### config.mk
export PLATFORM = sky130hd
export DESIGN_NAME = ppi_ctrl
export DESIGN_NICKNAME = d
export VERILOG_FILES = /design/src/rtl/ppi_pkg.sv /design/src/rtl/ppi_decode.sv /design/src/rtl/ppi_regs.sv /design/src/rtl/ppi_pins.sv /design/src/rtl/ppi_ctrl.sv
export SDC_FILE = /design/constraint.sdc
export NUM_CORES = 1
export LEC_CHECK = 0
export BUFFER_PORTS_ARGS = -buffer_cell sky130_fd_sc_hd__buf_2
export CAP_MARGIN = 10
export CORE_MARGIN = 5
export CORE_UTILIZATION = 49
export DETAILED_ROUTE_END_ITERATION = 8
export PLACE_DENSITY_LB_ADDON = 0.1
export SLEW_MARGIN = 20
export SYNTH_ARGS = -nofsm -noshare
export SYNTH_HDL_FRONTEND = slang
export SYNTH_SLANG_ARGS = --single-unit
export TNS_END_PERCENT = 50
### constraint.sdc
create_clock -name clk -period 4.05 [get_ports clk]
set_clock_uncertainty 0.1 [all_clocks]
set_input_delay 0.405 -clock clk [delete_from_list [all_inputs] [get_ports clk]]
set_output_delay 0.405 -clock clk [all_outputs]
set_load 0.03 [all_outputs]
### src/rtl/ppi_pkg.sv
package ppi_pkg;
   typedef enum logic [1:0] {
      SEL_A   = 2'b00,
      SEL_B   = 2'b01,
      SEL_C   = 2'b10,
      SEL_CTL = 2'b11
   } sel_e;

   typedef struct packed {
      logic a_in;
      logic cu_in;
      logic b_in;
      logic cl_in;
   } dir_t;

   // control word field positions decoded by the register bank
   localparam int DIR_A_POS  = 4;
   localparam int DIR_CU_POS = 3;
   localparam int DIR_B_POS  = 1;
   localparam int DIR_CL_POS = 0;
endpackage

### src/rtl/ppi_decode.sv
module ppi_decode
   import ppi_pkg::*;
(
   input  logic       cs_n,
   input  logic       rd_n,
   input  logic       wr_n,
   input  logic [1:0] addr,
   output logic       wr_a,
   output logic       wr_b,
   output logic       wr_c,
   output logic       wr_ctl,
   output logic       bus_drive
);
   logic wr_any, rd_any;
   sel_e sel;

   always_comb begin
      sel    = sel_e'(addr);
      wr_any = !cs_n && !wr_n;
      rd_any = !cs_n && !rd_n && wr_n;
      wr_a   = wr_any && (sel == SEL_A);
      wr_b   = wr_any && (sel == SEL_B);
      wr_c   = wr_any && (sel == SEL_C);
      wr_ctl = wr_any && (sel == SEL_CTL);
      bus_drive = rd_any && (sel != SEL_CTL);
   end
endmodule

### src/rtl/ppi_regs.sv
module ppi_regs
   import ppi_pkg::*;
#(
   parameter int DW = 8
) (
   input  logic          clk,
   input  logic          rst,
   input  logic          wr_a,
   input  logic          wr_b,
   input  logic          wr_c,
   input  logic          wr_ctl,
   input  logic [DW-1:0] din,
   output dir_t          dir,
   output logic [DW-1:0] lat_a,
   output logic [DW-1:0] lat_b,
   output logic [DW-1:0] lat_c
);
   localparam int SELW     = $clog2(DW);
   localparam int MODE_POS = DW - 1;

   generate
      if (DW < 8 || (DW % 2) != 0 || SELW + 1 >= MODE_POS) begin : g_bad_width
         $error("ppi_regs: DW must be even and at least 8");
      end
   endgenerate

   logic mode_wr, bsr_wr;
   logic [SELW-1:0] bsr_idx;

   always_comb begin
      mode_wr = wr_ctl && din[MODE_POS];
      bsr_wr  = wr_ctl && !din[MODE_POS];
      bsr_idx = din[SELW:1];
   end

   always_ff @(posedge clk) begin
      if (rst) begin
         dir   <= '1;
         lat_a <= '0;
         lat_b <= '0;
         lat_c <= '0;
      end else if (mode_wr) begin
         dir   <= '{a_in: din[DIR_A_POS], cu_in: din[DIR_CU_POS],
                    b_in: din[DIR_B_POS], cl_in: din[DIR_CL_POS]};
         lat_a <= '0;
         lat_b <= '0;
         lat_c <= '0;
      end else begin
         if (wr_a) lat_a <= din;
         if (wr_b) lat_b <= din;
         if (wr_c) lat_c <= din;
         if (bsr_wr) lat_c[bsr_idx] <= din[0];
      end
   end

   p_bsr_single_bit_r8: assert property (@(posedge clk) disable iff (rst)
      bsr_wr |=> ($countones(lat_c ^ $past(lat_c)) <= 1) && $stable(lat_a)
                 && $stable(lat_b) && $stable(dir));

   p_bsr_target_r8: assert property (@(posedge clk) disable iff (rst)
      bsr_wr |=> lat_c[$past(bsr_idx)] == $past(din[0]));

   p_mode_clears_r9: assert property (@(posedge clk) disable iff (rst)
      mode_wr |=> (lat_a == '0) && (lat_b == '0) && (lat_c == '0));

   p_single_port_r1: assert property (@(posedge clk) disable iff (rst)
      wr_a |=> $stable(lat_b) && $stable(lat_c));
endmodule

### src/rtl/ppi_pins.sv
module ppi_pins #(
   parameter int W             = 8,
   parameter bit READ_OUT_LATCH = 1'b1
) (
   input  logic         clk,
   input  logic         rst,
   input  logic         in_dir,
   input  logic [W-1:0] lat,
   input  logic [W-1:0] pin_i,
   output logic [W-1:0] pin_o,
   output logic [W-1:0] pin_oe,
   output logic [W-1:0] rd_val
);
   generate
      if (W < 1) begin : g_bad_w
         $error("ppi_pins: W must be positive");
      end
      for (genvar i = 0; i < W; i++) begin : g_bit
         assign pin_o[i]  = lat[i];
         assign pin_oe[i] = ~in_dir;
         if (READ_OUT_LATCH) begin : g_rd_lat
            assign rd_val[i] = in_dir ? pin_i[i] : lat[i];
         end else begin : g_rd_pin
            assign rd_val[i] = pin_i[i];
         end
      end
   endgenerate

   p_input_quiet_r5: assert property (@(posedge clk) disable iff (rst)
      in_dir |-> (pin_oe == '0));
endmodule

### src/rtl/ppi_ctrl.sv
module ppi_ctrl
   import ppi_pkg::*;
#(
   parameter int DW = 8
) (
   input  logic          clk,
   input  logic          rst,
   input  logic          cs_n,
   input  logic          rd_n,
   input  logic          wr_n,
   input  logic [1:0]    addr,
   input  logic [DW-1:0] data_i,
   output logic [DW-1:0] data_o,
   output logic          data_oe,
   input  logic [DW-1:0] pa_i,
   output logic [DW-1:0] pa_o,
   output logic [DW-1:0] pa_oe,
   input  logic [DW-1:0] pb_i,
   output logic [DW-1:0] pb_o,
   output logic [DW-1:0] pb_oe,
   input  logic [DW-1:0] pc_i,
   output logic [DW-1:0] pc_o,
   output logic [DW-1:0] pc_oe
);
   localparam int HW = DW / 2;

   logic wr_a, wr_b, wr_c, wr_ctl;
   dir_t dir;
   logic [DW-1:0] lat_a, lat_b, lat_c;
   logic [DW-1:0] rd_a, rd_b;
   logic [HW-1:0] rd_cu, rd_cl;

   ppi_decode u_dec (
      .cs_n(cs_n), .rd_n(rd_n), .wr_n(wr_n), .addr(addr),
      .wr_a(wr_a), .wr_b(wr_b), .wr_c(wr_c), .wr_ctl(wr_ctl),
      .bus_drive(data_oe)
   );

   ppi_regs #(.DW(DW)) u_regs (
      .clk(clk), .rst(rst), .wr_a(wr_a), .wr_b(wr_b), .wr_c(wr_c),
      .wr_ctl(wr_ctl), .din(data_i), .dir(dir),
      .lat_a(lat_a), .lat_b(lat_b), .lat_c(lat_c)
   );

   ppi_pins #(.W(DW)) u_pa (
      .clk(clk), .rst(rst), .in_dir(dir.a_in), .lat(lat_a), .pin_i(pa_i),
      .pin_o(pa_o), .pin_oe(pa_oe), .rd_val(rd_a)
   );

   ppi_pins #(.W(DW)) u_pb (
      .clk(clk), .rst(rst), .in_dir(dir.b_in), .lat(lat_b), .pin_i(pb_i),
      .pin_o(pb_o), .pin_oe(pb_oe), .rd_val(rd_b)
   );

   ppi_pins #(.W(HW)) u_pcu (
      .clk(clk), .rst(rst), .in_dir(dir.cu_in), .lat(lat_c[DW-1:HW]),
      .pin_i(pc_i[DW-1:HW]), .pin_o(pc_o[DW-1:HW]), .pin_oe(pc_oe[DW-1:HW]),
      .rd_val(rd_cu)
   );

   ppi_pins #(.W(HW)) u_pcl (
      .clk(clk), .rst(rst), .in_dir(dir.cl_in), .lat(lat_c[HW-1:0]),
      .pin_i(pc_i[HW-1:0]), .pin_o(pc_o[HW-1:0]), .pin_oe(pc_oe[HW-1:0]),
      .rd_val(rd_cl)
   );

   always_comb begin
      unique case (sel_e'(addr))
         SEL_A:   data_o = rd_a;
         SEL_B:   data_o = rd_b;
         SEL_C:   data_o = {rd_cu, rd_cl};
         default: data_o = '0;
      endcase
   end

   p_bus_quiet_r3: assert property (@(posedge clk) disable iff (rst)
      (cs_n || rd_n || !wr_n) |-> !data_oe);

   p_ctl_read_undriven_r2: assert property (@(posedge clk) disable iff (rst)
      (addr == 2'b11) |-> !data_oe);

   p_nibbles_follow_dir_r7: assert property (@(posedge clk) disable iff (rst)
      (pc_oe[DW-1:HW] == '0 || pc_oe[DW-1:HW] == '1)
      && (pc_oe[HW-1:0] == '0 || pc_oe[HW-1:0] == '1));
endmodule

Word level (Yosys, flattened, before mapping)
Cells that the tools add are included.
Widths: inputs -> output; s select.
{"block": "op_classes", "reduce_logical": 17, "shift": 0, "magnitude_cmp": 2, "muxes": 32, "add_sub_neg": 0, "eq_ne": 4, "div_mod_pow": 0, "bitwise": 4, "multipliers": 0}
{"operator": "$mux 8", "count": 4}
{"operator": "$mux 1", "count": 25}
{"operator": "$pmux 8 s3", "count": 1}
{"operator": "$logic_and 1x1->1", "count": 11}
{"operator": "$bwmux 8", "count": 1}
{"operator": "$eq 2x2->1 const B", "count": 2}
{"operator": "$logic_not 1->1", "count": 4}
{"operator": "$lt 3x4->1 const B", "count": 1}
{"operator": "$not 1->1", "count": 4}
{"operator": "$demux 1 s3", "count": 1}
{"operator": "$ge 3x1->1 const B", "count": 1}
{"operator": "$eq 2x1->1 const B", "count": 1}
{"operator": "$logic_not 2->1", "count": 1}
{"operator": "$ne 2x2->1 const B", "count": 1}
{"operator": "$reduce_or 2->1", "count": 1}
{"block": "word_totals", "mem_bits_ro": 0, "input_bits": 39, "mem_count": 0, "register_bits": 28, "output_inout_bits": 57, "ram_bits": 0, "latchBits": 0}

Logic depth before layout (Yosys ltp)
Gate-level depths: netlist (run 1).
{"block": "logic_depth", "ltp_word": 8, "mapped_depth": 5}

Hierarchy
From an unflattened synthesis (run 1), not the netlist that was laid out.
{"block": "unflattened", "cells_unflattened": 214, "area_unflattened_um2": 2105.8}
{"mod": "ppi_regs", "cells_each": 114, "seq_area_each_um2": 560.5, "n_inst": 1, "area_each_um2": 1154.9}
{"mod": "ppi_pins at u_pa ...", "cells_each": 25, "seq_area_each_um2": 0.0, "n_inst": 2, "area_each_um2": 247.7}
{"mod": "ppi_pins at u_pcl ...", "cells_each": 12, "seq_area_each_um2": 0.0, "n_inst": 2, "area_each_um2": 101.3}
{"mod": "ppi_ctrl", "cells_each": 20, "seq_area_each_um2": 0.0, "n_inst": 1, "area_each_um2": 197.7}
{"mod": "ppi_decode", "cells_each": 6, "seq_area_each_um2": 0.0, "n_inst": 1, "area_each_um2": 55.1}

Least setup slack after synthesis (run 1)
OpenSTA, ideal clock, no wires.
{"block": "synth_path", "path_kind": "register to output", "startpoint": "register u_regs.dir[1] (netlist name)", "endpoint": "output port data_o[0]", "required_time_ns": 3.545, "path_stages_with_launch": 4, "path_slack_ns": 2.036, "arrival_time_ns": 1.509, "path_cell_list": "dfxtp_1 > clkbuf_1 > mux2i_1 > o21ai_0"}
{"block": "synth_between", "elab_chain_cells": 2}
{"element": "$mux 1", "line_no": "ppi_pins.sv:22", "source": "assign rd_val[i] = in_dir ? pin_i[i] : lat[i];"}
{"element": "$pmux 8 s3", "line_no": "ppi_ctrl.sv:68", "source": "unique case (sel_e'(addr))"}
{"element": "end: declaration", "line_no": "ppi_ctrl.sv:13", "source": "output logic [DW-1:0] data_o,"}
No other way between the ends.

Worst setup path after layout (run 1)
{"block": "layout_path", "startpoint": "register u_regs.dir[3] (netlist name)", "endpoint": "output port data_o[1]"}
{"block": "layout_between", "elab_chain_cells": 2}
{"element": "$mux 1", "line_no": "ppi_pins.sv:22"}
{"element": "$pmux 8 s3", "line_no": "ppi_ctrl.sv:68"}
No other way between the ends.

==> tab_implementation.tex, run 1 <==
\begin{tabular}{lr}
\hline
Metric & Value \\
\hline
\multicolumn{2}{l}{\textbf{Power and ir drop}} \\
\quad Switching component of the power & 191 µW \\
\quad Share of power burned in combinational logic & 0.256 \\
\quad P per Cell Area & 262 mW/mm² \\
\quad Peak supply drop & 0.169 mV \\
\quad Proportion of power drawn by the clock network & 0.256 \\
\quad Switching power share of the total & 0.322 \\
\quad Leakage dissipation & 0.00117 µW \\
\quad Total power consumption of the routed design & 592 µW \\
\quad Internal power & 401 µW \\
\quad Sequential group share of total power & 0.488 \\
\multicolumn{2}{l}{\textbf{Timing}} \\
\quad Max Clock Freq & 455 MHz \\
\quad Relative slew slack & 0.483 \\
\quad RSZ-0062 raised after global routing & false \\
\quad TNS Setup & 0 ns \\
\quad Shortest period the worst path allows & 2.20 ns \\
\quad Period utilization & 0.542 \\
\quad Slew at the pin closest to its max-slew limit & 0.770 ns \\
\quad Final number of hold-violating endpoints & 0 \\
\quad Final count of negative-setup-slack endpoints & 0 \\
\quad Total count of max-transition violations in the final report & 0 \\
\multicolumn{2}{l}{\textbf{Worst hold path}} \\
\quad Number of cells on the worst hold path & 3 \\
\quad Worst Hold Endpoint & u\_regs.lat\_b[6] \\
\quad Path type of the worst min-delay path & input pin to flip-flop \\
\quad Worst Min Path Start & data\_i[6] \\
\multicolumn{2}{l}{\textbf{GRT}} \\
\quad Via count of the first global-routing pass & 1581 \\
\quad Initial antenna violation count & 0 \\
\quad Maximum number of pins on one net before global-route repair & 24 \\
\quad Overflow left after global routing & 0 \\
\quad Wire length of the first global-routing pass & 8220 µm \\
\quad Gr usage total & 0.202 \\
\multicolumn{2}{l}{\textbf{Detailed routing}} \\
\quad Number of detailed-route iterations in the first pass & 4 \\
\quad Count of nets left with antenna violations after detail routing & 0 \\
\quad Vias per cell & 5.37 \\
\quad Detailed Route Iter0 Violations & 80 \\
\quad Number of vias after detailed routing & 1755 \\
\quad DRC violations left & 0 \\
\quad Detailed-route wire length & 5490 µm \\
\quad Routed wire length per instance & 16.8 µm \\
\multicolumn{2}{l}{\textbf{Final layout}} \\
\quad Antenna diode count & 0 \\
\quad Final net count & 320 \\
\quad Layout-stage area growth over the synthesis result & 18.4\% \\
\quad Most frequent cells in the layout & sky130\_fd\_sc\_hd\_\_buf\_2 (95), sky130\_fd\_sc\_hd\_\_mux2i\_1 (40), sky130\_fd\_sc\_hd\_\_dfxtp\_1 (28) \\
\quad Layout cells sized above 1 & 0.412 \\
\quad Most frequent standard cell in the layout excluding fill and tap cells & sky130\_fd\_sc\_hd\_\_buf\_2 \\
\multicolumn{2}{l}{\textbf{Die}} \\
\quad Core ar. & 0.00372 mm² \\
\quad Height of the die & 72.4 µm \\
\quad Horizontal die dimension & 72.4 µm \\
\quad Die area & 0.00524 mm² \\
\quad Cell row count & 22 \\
\quad Starting density of the core & 0.513 \\
\quad Number of placed I/O pins & 96 \\
\multicolumn{2}{l}{\textbf{Synth}} \\
\quad Count of distinct cell types in the synthesized netlist & 35 \\
\quad Yosys warns & 0 \\
\quad Synthesized area per cell & 8.71 µm² \\
\quad Cells after Synth & 219 \\
\quad Ys flop type & sky130\_fd\_sc\_hd\_\_dfxtp\_1 \\
\quad Fraction of the yosys area taken by sequential cells & 0.294 \\
\quad Fraction of registers with async set/reset & 0 \\
\quad Number of synthesized flops with an enable pin & 0 \\
\quad Flip-flop and latch count after synthesis & 28 \\
\quad Mapped Area & 0.00191 mm² \\
\quad Synthesized net count & 258 \\
\multicolumn{2}{l}{\textbf{Worst setup path}} \\
\quad Endpoint kind of the worst setup timing path & output port \\
\quad R2R cell count & 2 \\
\quad Required time reported for the critical path endpoint & 3.54 ns \\
\quad Worst Setup Start Kind & flip-flop \\
\quad WP data arrival & 1.69 ns \\
\quad Maximum fanout along the worst path & 10 \\
\quad Critical R2R Launch & u\_regs.dir[1] \\
\quad Worst R2R End & u\_regs.dir[1] \\
\quad Reg2reg setup slack & 2.81 ns \\
\quad Critical path class & flip-flop to output port \\
\multicolumn{2}{l}{\textbf{Clock network}} \\
\quad \# H-tree levels & 1 \\
\quad Worst-path clk slew & 0.09 ns \\
\quad Post-CTS setup buffer count & 0 \\
\quad Num CTS Buffers & 3 \\
\quad Post-cts sizing count & 0 \\
\quad Root Driver & sky130\_fd\_sc\_hd\_\_clkbuf\_8 \\
\quad Maximum count of clock buffers along a single path & 2 \\
\quad TritonCTS clock tree & done \\
\quad Hold-fix buffer count after cts & 0 \\
\quad Insertion delay to the later sink of the worst-skew pair & 0.27 ns \\
\quad Total clock sinks & 28 \\
\multicolumn{2}{l}{\textbf{Placed design}} \\
\quad RD Place Congestion & 0.920 \\
\quad Detailed placement HPWL & 4200 µm \\
\quad IO buf count & 95 \\
\multicolumn{2}{l}{\textbf{Flow run}} \\
\quad Number of max-cap violations & 0 \\
\multicolumn{2}{l}{\textbf{Run status}} \\
\quad Status & completed \\
\hline
\end{tabular}
[cell usage after synthesis, types with 6 or more instances]
cell type                  number  area, µm²
sky130_fd_sc_hd__inv_1          6       22.5
sky130_fd_sc_hd__o22a_1         8       70.1
sky130_fd_sc_hd__nand2_1       20       75.1
sky130_fd_sc_hd__mux2i_1       40        400
sky130_fd_sc_hd__nor3_1         7       35.0
sky130_fd_sc_hd__buf_4         22        165
sky130_fd_sc_hd__nor2_2         8       50.1
sky130_fd_sc_hd__dfxtp_1       28        561
sky130_fd_sc_hd__nand3_1       10       50.1
sky130_fd_sc_hd__clkbuf_1       8       30.0
sky130_fd_sc_hd__o21ai_0       12       60.1
sky130_fd_sc_hd__a21oi_1       10       50.1
sky130_fd_sc_hd__a211oi_1       7       52.6
[area by class of cell]
class	instances	area, µm²
Clock buffer	3	41.3
Sequential cell	28	561
Tap cell	48	60.1
Fill cell	385	1460
Timing Repair Buffer	95	475
Inverter	6	22.5
Multi-Input combinational cell	147	1100
[critical path, stage by stage (launching register included)]
cell and delay (ns):
sky130_fd_sc_hd__dfxtp_1 0.68, sky130_fd_sc_hd__mux2i_1 0.25, sky130_fd_sc_hd__o22a_1 0.21, sky130_fd_sc_hd__o21ai_0 0.10
sky130_fd_sc_hd__buf_2 0.19
[power by group through the flow]
stage / combinational, µW / clock [µW] / sequential [µW]
after floorplan: 98.7 / 0 / 301
after global placement: 148 / 0 / 295
after detailed placement: 150 / 0 / 295
after CTS: 150 / 152 / 289
after global routing: 163 / 163 / 290
final: 151 / 152 / 289
[cell families (layout without fill, tap and decap cells)]
group                  Yosys count  in the layout  share of synthesized area
muxes                           40             40                      0.210
buffers and inverters           44            104                      0.141
AOI/OAI and AO/OA               40             40                      0.132
DFF                             28             28                      0.294
and+or+nand+nor                 67             67                      0.223
[stage by stage]
step           hold slack, ns  cells  cell area, µm²  setup slack, ns   util
6_report                0.286    327            2260             1.85  0.608
5_1_grt                 0.304    327            2260             1.77  0.608
4_1_cts                 0.284    327            2240             1.84  0.603
3_5_place_dp            0.362    324            2200             1.74  0.592
3_3_place_gp            0.360    324            2200             1.80  0.592
2_1_floorplan           0.441    219            1910             2.04      -
[sequential cells by signal, summed over array words and instances, names as in the netlist]
name and cells:
u_regs.lat_b 8, u_regs.lat_c 8, u_regs.dir 4, u_regs.lat_a 8
[layer usage]
layer,GRT usage,share of wire,vias to the layer above
met5,0,0,-
met4,0.0635,0.0097,0
met3,0.0222,0.073,4
met2,0.304,0.45,68
met1,0.300,0.47,797
li1,-,-,886
[how the worst max path moves through the flow]
stage / depth (start not counted) / to / slack [ns] / start
floorplan: 3 / data_o[0] / 2.04 / u_regs.dir[1]
global placement: 4 / u_regs.lat_c[1] / 1.80 / wr_n
detailed placement: 4 / u_regs.lat_c[5] / 1.74 / wr_n
CTS: 4 / data_o[1] / 1.84 / u_regs.dir[3]
global route: 4 / data_o[1] / 1.77 / u_regs.dir[3]
finish: 4 / data_o[1] / 1.85 / u_regs.dir[3]
Note: power is estimated with default switching activity, not from simulation.
==> run 2: changes to the inputs <==
--- a/config.mk
+++ b/config.mk
@@ -8,7 +8,7 @@
 export BUFFER_PORTS_ARGS = -buffer_cell sky130_fd_sc_hd__buf_2
 export CAP_MARGIN = 10
 export CORE_MARGIN = 5
-export CORE_UTILIZATION = 49
+export CORE_UTILIZATION = 41
 export DETAILED_ROUTE_END_ITERATION = 8
 export PLACE_DENSITY_LB_ADDON = 0.1
 export SLEW_MARGIN = 20
==> constraint.sdc (replaced) <==
create_clock -name clk -period 1.8 [get_ports clk]
set_clock_uncertainty 0.1 [all_clocks]
set_input_delay 0.18 -clock clk [delete_from_list [all_inputs] [get_ports clk]]
set_output_delay 0.18 -clock clk [all_outputs]
set_load 0.03 [all_outputs]
==> run 2 against run 1 <==
- sequential cell count stayed put
- via count is 3.8% higher
- setup slack worse by 1.8 ns
- largest power group unchanged
==> tab_implementation.tex, run 2 (synthesis gave the netlist of run 1 again) <==
\begin{tabular}{lr}
\hline
Metric & Value \\
\hline
\multicolumn{2}{l}{\textbf{Run status}} \\
\quad Status & completed \\
\multicolumn{2}{l}{\textbf{Clock network}} \\
\quad Num CTS Buffers & 3 \\
\quad Maximum count of clock buffers along a single path & 2 \\
\quad TritonCTS clock tree & done \\
\quad \# H-tree levels & 1 \\
\quad Insertion delay to the later sink of the worst-skew pair & 0.28 ns \\
\quad Total clock sinks & 28 \\
\quad Root Driver & sky130\_fd\_sc\_hd\_\_clkbuf\_8 \\
\quad Worst-path clk slew & 0.11 ns \\
\quad Hold-fix buffer count after cts & 0 \\
\multicolumn{2}{l}{\textbf{Detailed routing}} \\
\quad Count of nets left with antenna violations after detail routing & 0 \\
\quad Detailed-route wire length & 5670 µm \\
\quad DRC violations left & 0 \\
\quad Number of detailed-route iterations in the first pass & 4 \\
\quad Routed wire length per instance & 16.6 µm \\
\quad Vias per cell & 5.32 \\
\quad Number of vias after detailed routing & 1821 \\
\quad Detailed Route Iter0 Violations & 61 \\
\multicolumn{2}{l}{\textbf{Worst setup path}} \\
\quad CP peak stage delay & 0.37 ns \\
\quad Reg2reg setup slack & 0.92 ns \\
\quad Required time reported for the critical path endpoint & 1.52 ns \\
\quad Slowest CP cell & sky130\_fd\_sc\_hd\_\_dfxtp\_2 \\
\quad Critical path class & flip-flop to output port \\
\quad R2R cell count & 2 \\
\quad Critical R2R Launch & u\_regs.lat\_c[2] \\
\quad WP data arrival & 1.47 ns \\
\quad Endpoint kind of the worst setup timing path & output port \\
\quad Cell type group with the largest total delay on the critical path & flip-flops \\
\quad Worst Setup Start Kind & flip-flop \\
\quad Chain of cells forming the critical path & buf\_12, mux2i\_1, o22a\_1, o21ai\_0, buf\_4 \\
\quad Buf/Inv on CP & 2 \\
\quad Worst R2R End & u\_regs.lat\_c[2] \\
\quad Maximum fanout along the worst path & 9 \\
\multicolumn{2}{l}{\textbf{GRT}} \\
\quad Initial antenna violation count & 0 \\
\quad Maximum number of pins on one net before global-route repair & 19 \\
\quad Gr usage total & 0.182 \\
\quad Wire length of the first global-routing pass & 8940 µm \\
\quad Overflow left after global routing & 0 \\
\quad Via count of the first global-routing pass & 1800 \\
\multicolumn{2}{l}{\textbf{Timing}} \\
\quad Crit path setup slack, layout & 0.0529 ns \\
\quad Slew at the pin closest to its max-slew limit & 0.444 ns \\
\quad Max Clock Freq & 572 MHz \\
\quad Shortest period the worst path allows & 1.75 ns \\
\quad Final count of negative-setup-slack endpoints & 0 \\
\quad Total count of max-transition violations in the final report & 0 \\
\quad Final number of hold-violating endpoints & 0 \\
\quad Period utilization & 0.971 \\
\quad Hold WS & 0.0680 ns \\
\quad RSZ-0062 raised after global routing & true \\
\quad Relative slew slack & 0.700 \\
\multicolumn{2}{l}{\textbf{Die}} \\
\quad Core ar. & 0.00444 mm² \\
\quad Cell row count & 24 \\
\quad Height of the die & 78.2 µm \\
\quad Horizontal die dimension & 78.2 µm \\
\quad Die area & 0.00612 mm² \\
\quad Number of placed I/O pins & 96 \\
\quad Starting density of the core & 0.429 \\
\multicolumn{2}{l}{\textbf{Final layout}} \\
\quad Most frequent standard cell in the layout excluding fill and tap cells & sky130\_fd\_sc\_hd\_\_buf\_2 \\
\quad Biggest regs & u\_regs.lat\_a (8), u\_regs.lat\_b (8), u\_regs.lat\_c (8) \\
\quad Final net count & 330 \\
\quad Layout cells sized above 1 & 0.452 \\
\quad Antenna diode count & 0 \\
\quad Number of standard cells in the final layout excluding fillers & 342 \\
\quad Most frequent cells in the layout & sky130\_fd\_sc\_hd\_\_buf\_2 (93), sky130\_fd\_sc\_hd\_\_mux2i\_1 (38), sky130\_fd\_sc\_hd\_\_dfxtp\_1 (25) \\
\quad Layout-stage area growth over the synthesis result & 24.9\% \\
\multicolumn{2}{l}{\textbf{Worst hold path}} \\
\quad Worst Min Path Start & data\_i[6] \\
\quad Worst Hold Endpoint & u\_regs.lat\_b[6] \\
\quad Number of cells on the worst hold path & 3 \\
\quad Path type of the worst min-delay path & input pin to flip-flop \\
\multicolumn{2}{l}{\textbf{Power and ir drop}} \\
\quad Switching component of the power & 454 µW \\
\quad Peak supply drop & 0.449 mV \\
\quad Proportion of power drawn by the clock network & 0.338 \\
\quad Share of power burned in combinational logic & 0.237 \\
\quad Internal power & 1060 µW \\
\quad P per Cell Area & 636 mW/mm² \\
\quad Sequential group share of total power & 0.425 \\
\quad Switching power share of the total & 0.299 \\
\quad Leakage dissipation & 0.00122 µW \\
\multicolumn{2}{l}{\textbf{Placed design}} \\
\quad Post-Place Cells & 338 \\
\quad RD Place Congestion & 0.830 \\
\quad IO buf count & 95 \\
\quad Detailed placement HPWL & 4440 µm \\
\quad Post-placement worst setup slack & 0.197 ns \\
\multicolumn{2}{l}{\textbf{Flow run}} \\
\quad Number of max-cap violations & 0 \\
\hline
\end{tabular}
[run 2: cell count changes in the layout (fill, tap and decap cells not counted), sizes merged]
cell	change
buf	+10
bufinv	+1
[run 2: metal layers]
layer	part of all wire	GRT usage	vias to the layer above
met2	0.46	0.307	59
met4	0.0064	0.0367	0
li1	-	-	909
met1	0.48	0.246	849
met5	0	0	-
met3	0.054	0.0286	4
[run 2: layout make-up]
type | count | area (µm²)
Clock buffer | 3 | 41.3
Clock inverter | 1 | 30.0
Fill cell | 466 | 2060
Inverter | 6 | 22.5
Multi-Input combinational cell | 147 | 1090
Sequential cell | 28 | 567
Tap cell | 52 | 65.1
Timing Repair Buffer | 105 | 568
[run 2: what timing repair did]
action,in CTS,in global routing
setup endpoints to repair,4,8
gates resized for setup,2,6
setup buffers,0,0
pin swaps,0,0
[run 2: power by group through the flow]
stage          sequential [µW]  combinational [µW]  clock (µW)
2_1_floorplan              678                 222           0
3_3_place_gp               659                 356           0
3_5_place_dp               659                 356           0
4_1_cts                    645                 356         523
5_1_grt                    646                 388         544
6_report                   644                 359         513
[run 2: stage by stage]
| stage | power [µW] | util | TNS [ns] | cell area (µm²) |
|---|---|---|---|---|
| detailed placement | 1010 | 0.516 | 0 | 2290 |
| finish | 1520 | 0.536 | 0 | 2380 |
| global route | 1580 | 0.536 | -0.0278 | 2380 |
| floorplan | 900 | - | 0 | 1910 |
| CTS | 1520 | 0.533 | 0 | 2370 |
| global placement | 1010 | 0.516 | 0 | 2290 |
[run 2: worst max path at each step]
stage / from / end / slack, ns / cells past startpoint
6_report: u_regs.dir[3] / data_o[0] / 0.05 / 5
5_1_grt: u_regs.dir[3] / data_o[1] / -0.01 / 5
4_1_cts: u_regs.dir[3] / data_o[3] / 0.02 / 5
3_5_place_dp: addr[1] / data_o[4] / 0.20 / 5
2_1_floorplan: u_regs.dir[1] / data_o[0] / 0.01 / 3
3_3_place_gp: addr[1] / data_o[4] / 0.18 / 5
[run 2: worst register-to-register path, delay by kind of cell (launching register included)]
kind / cells / cell delay (ns)
flip-flops: 1 / 0.38
AO/OA/AOI/OAI: 1 / 0.23
multiplexers: 1 / 0.08
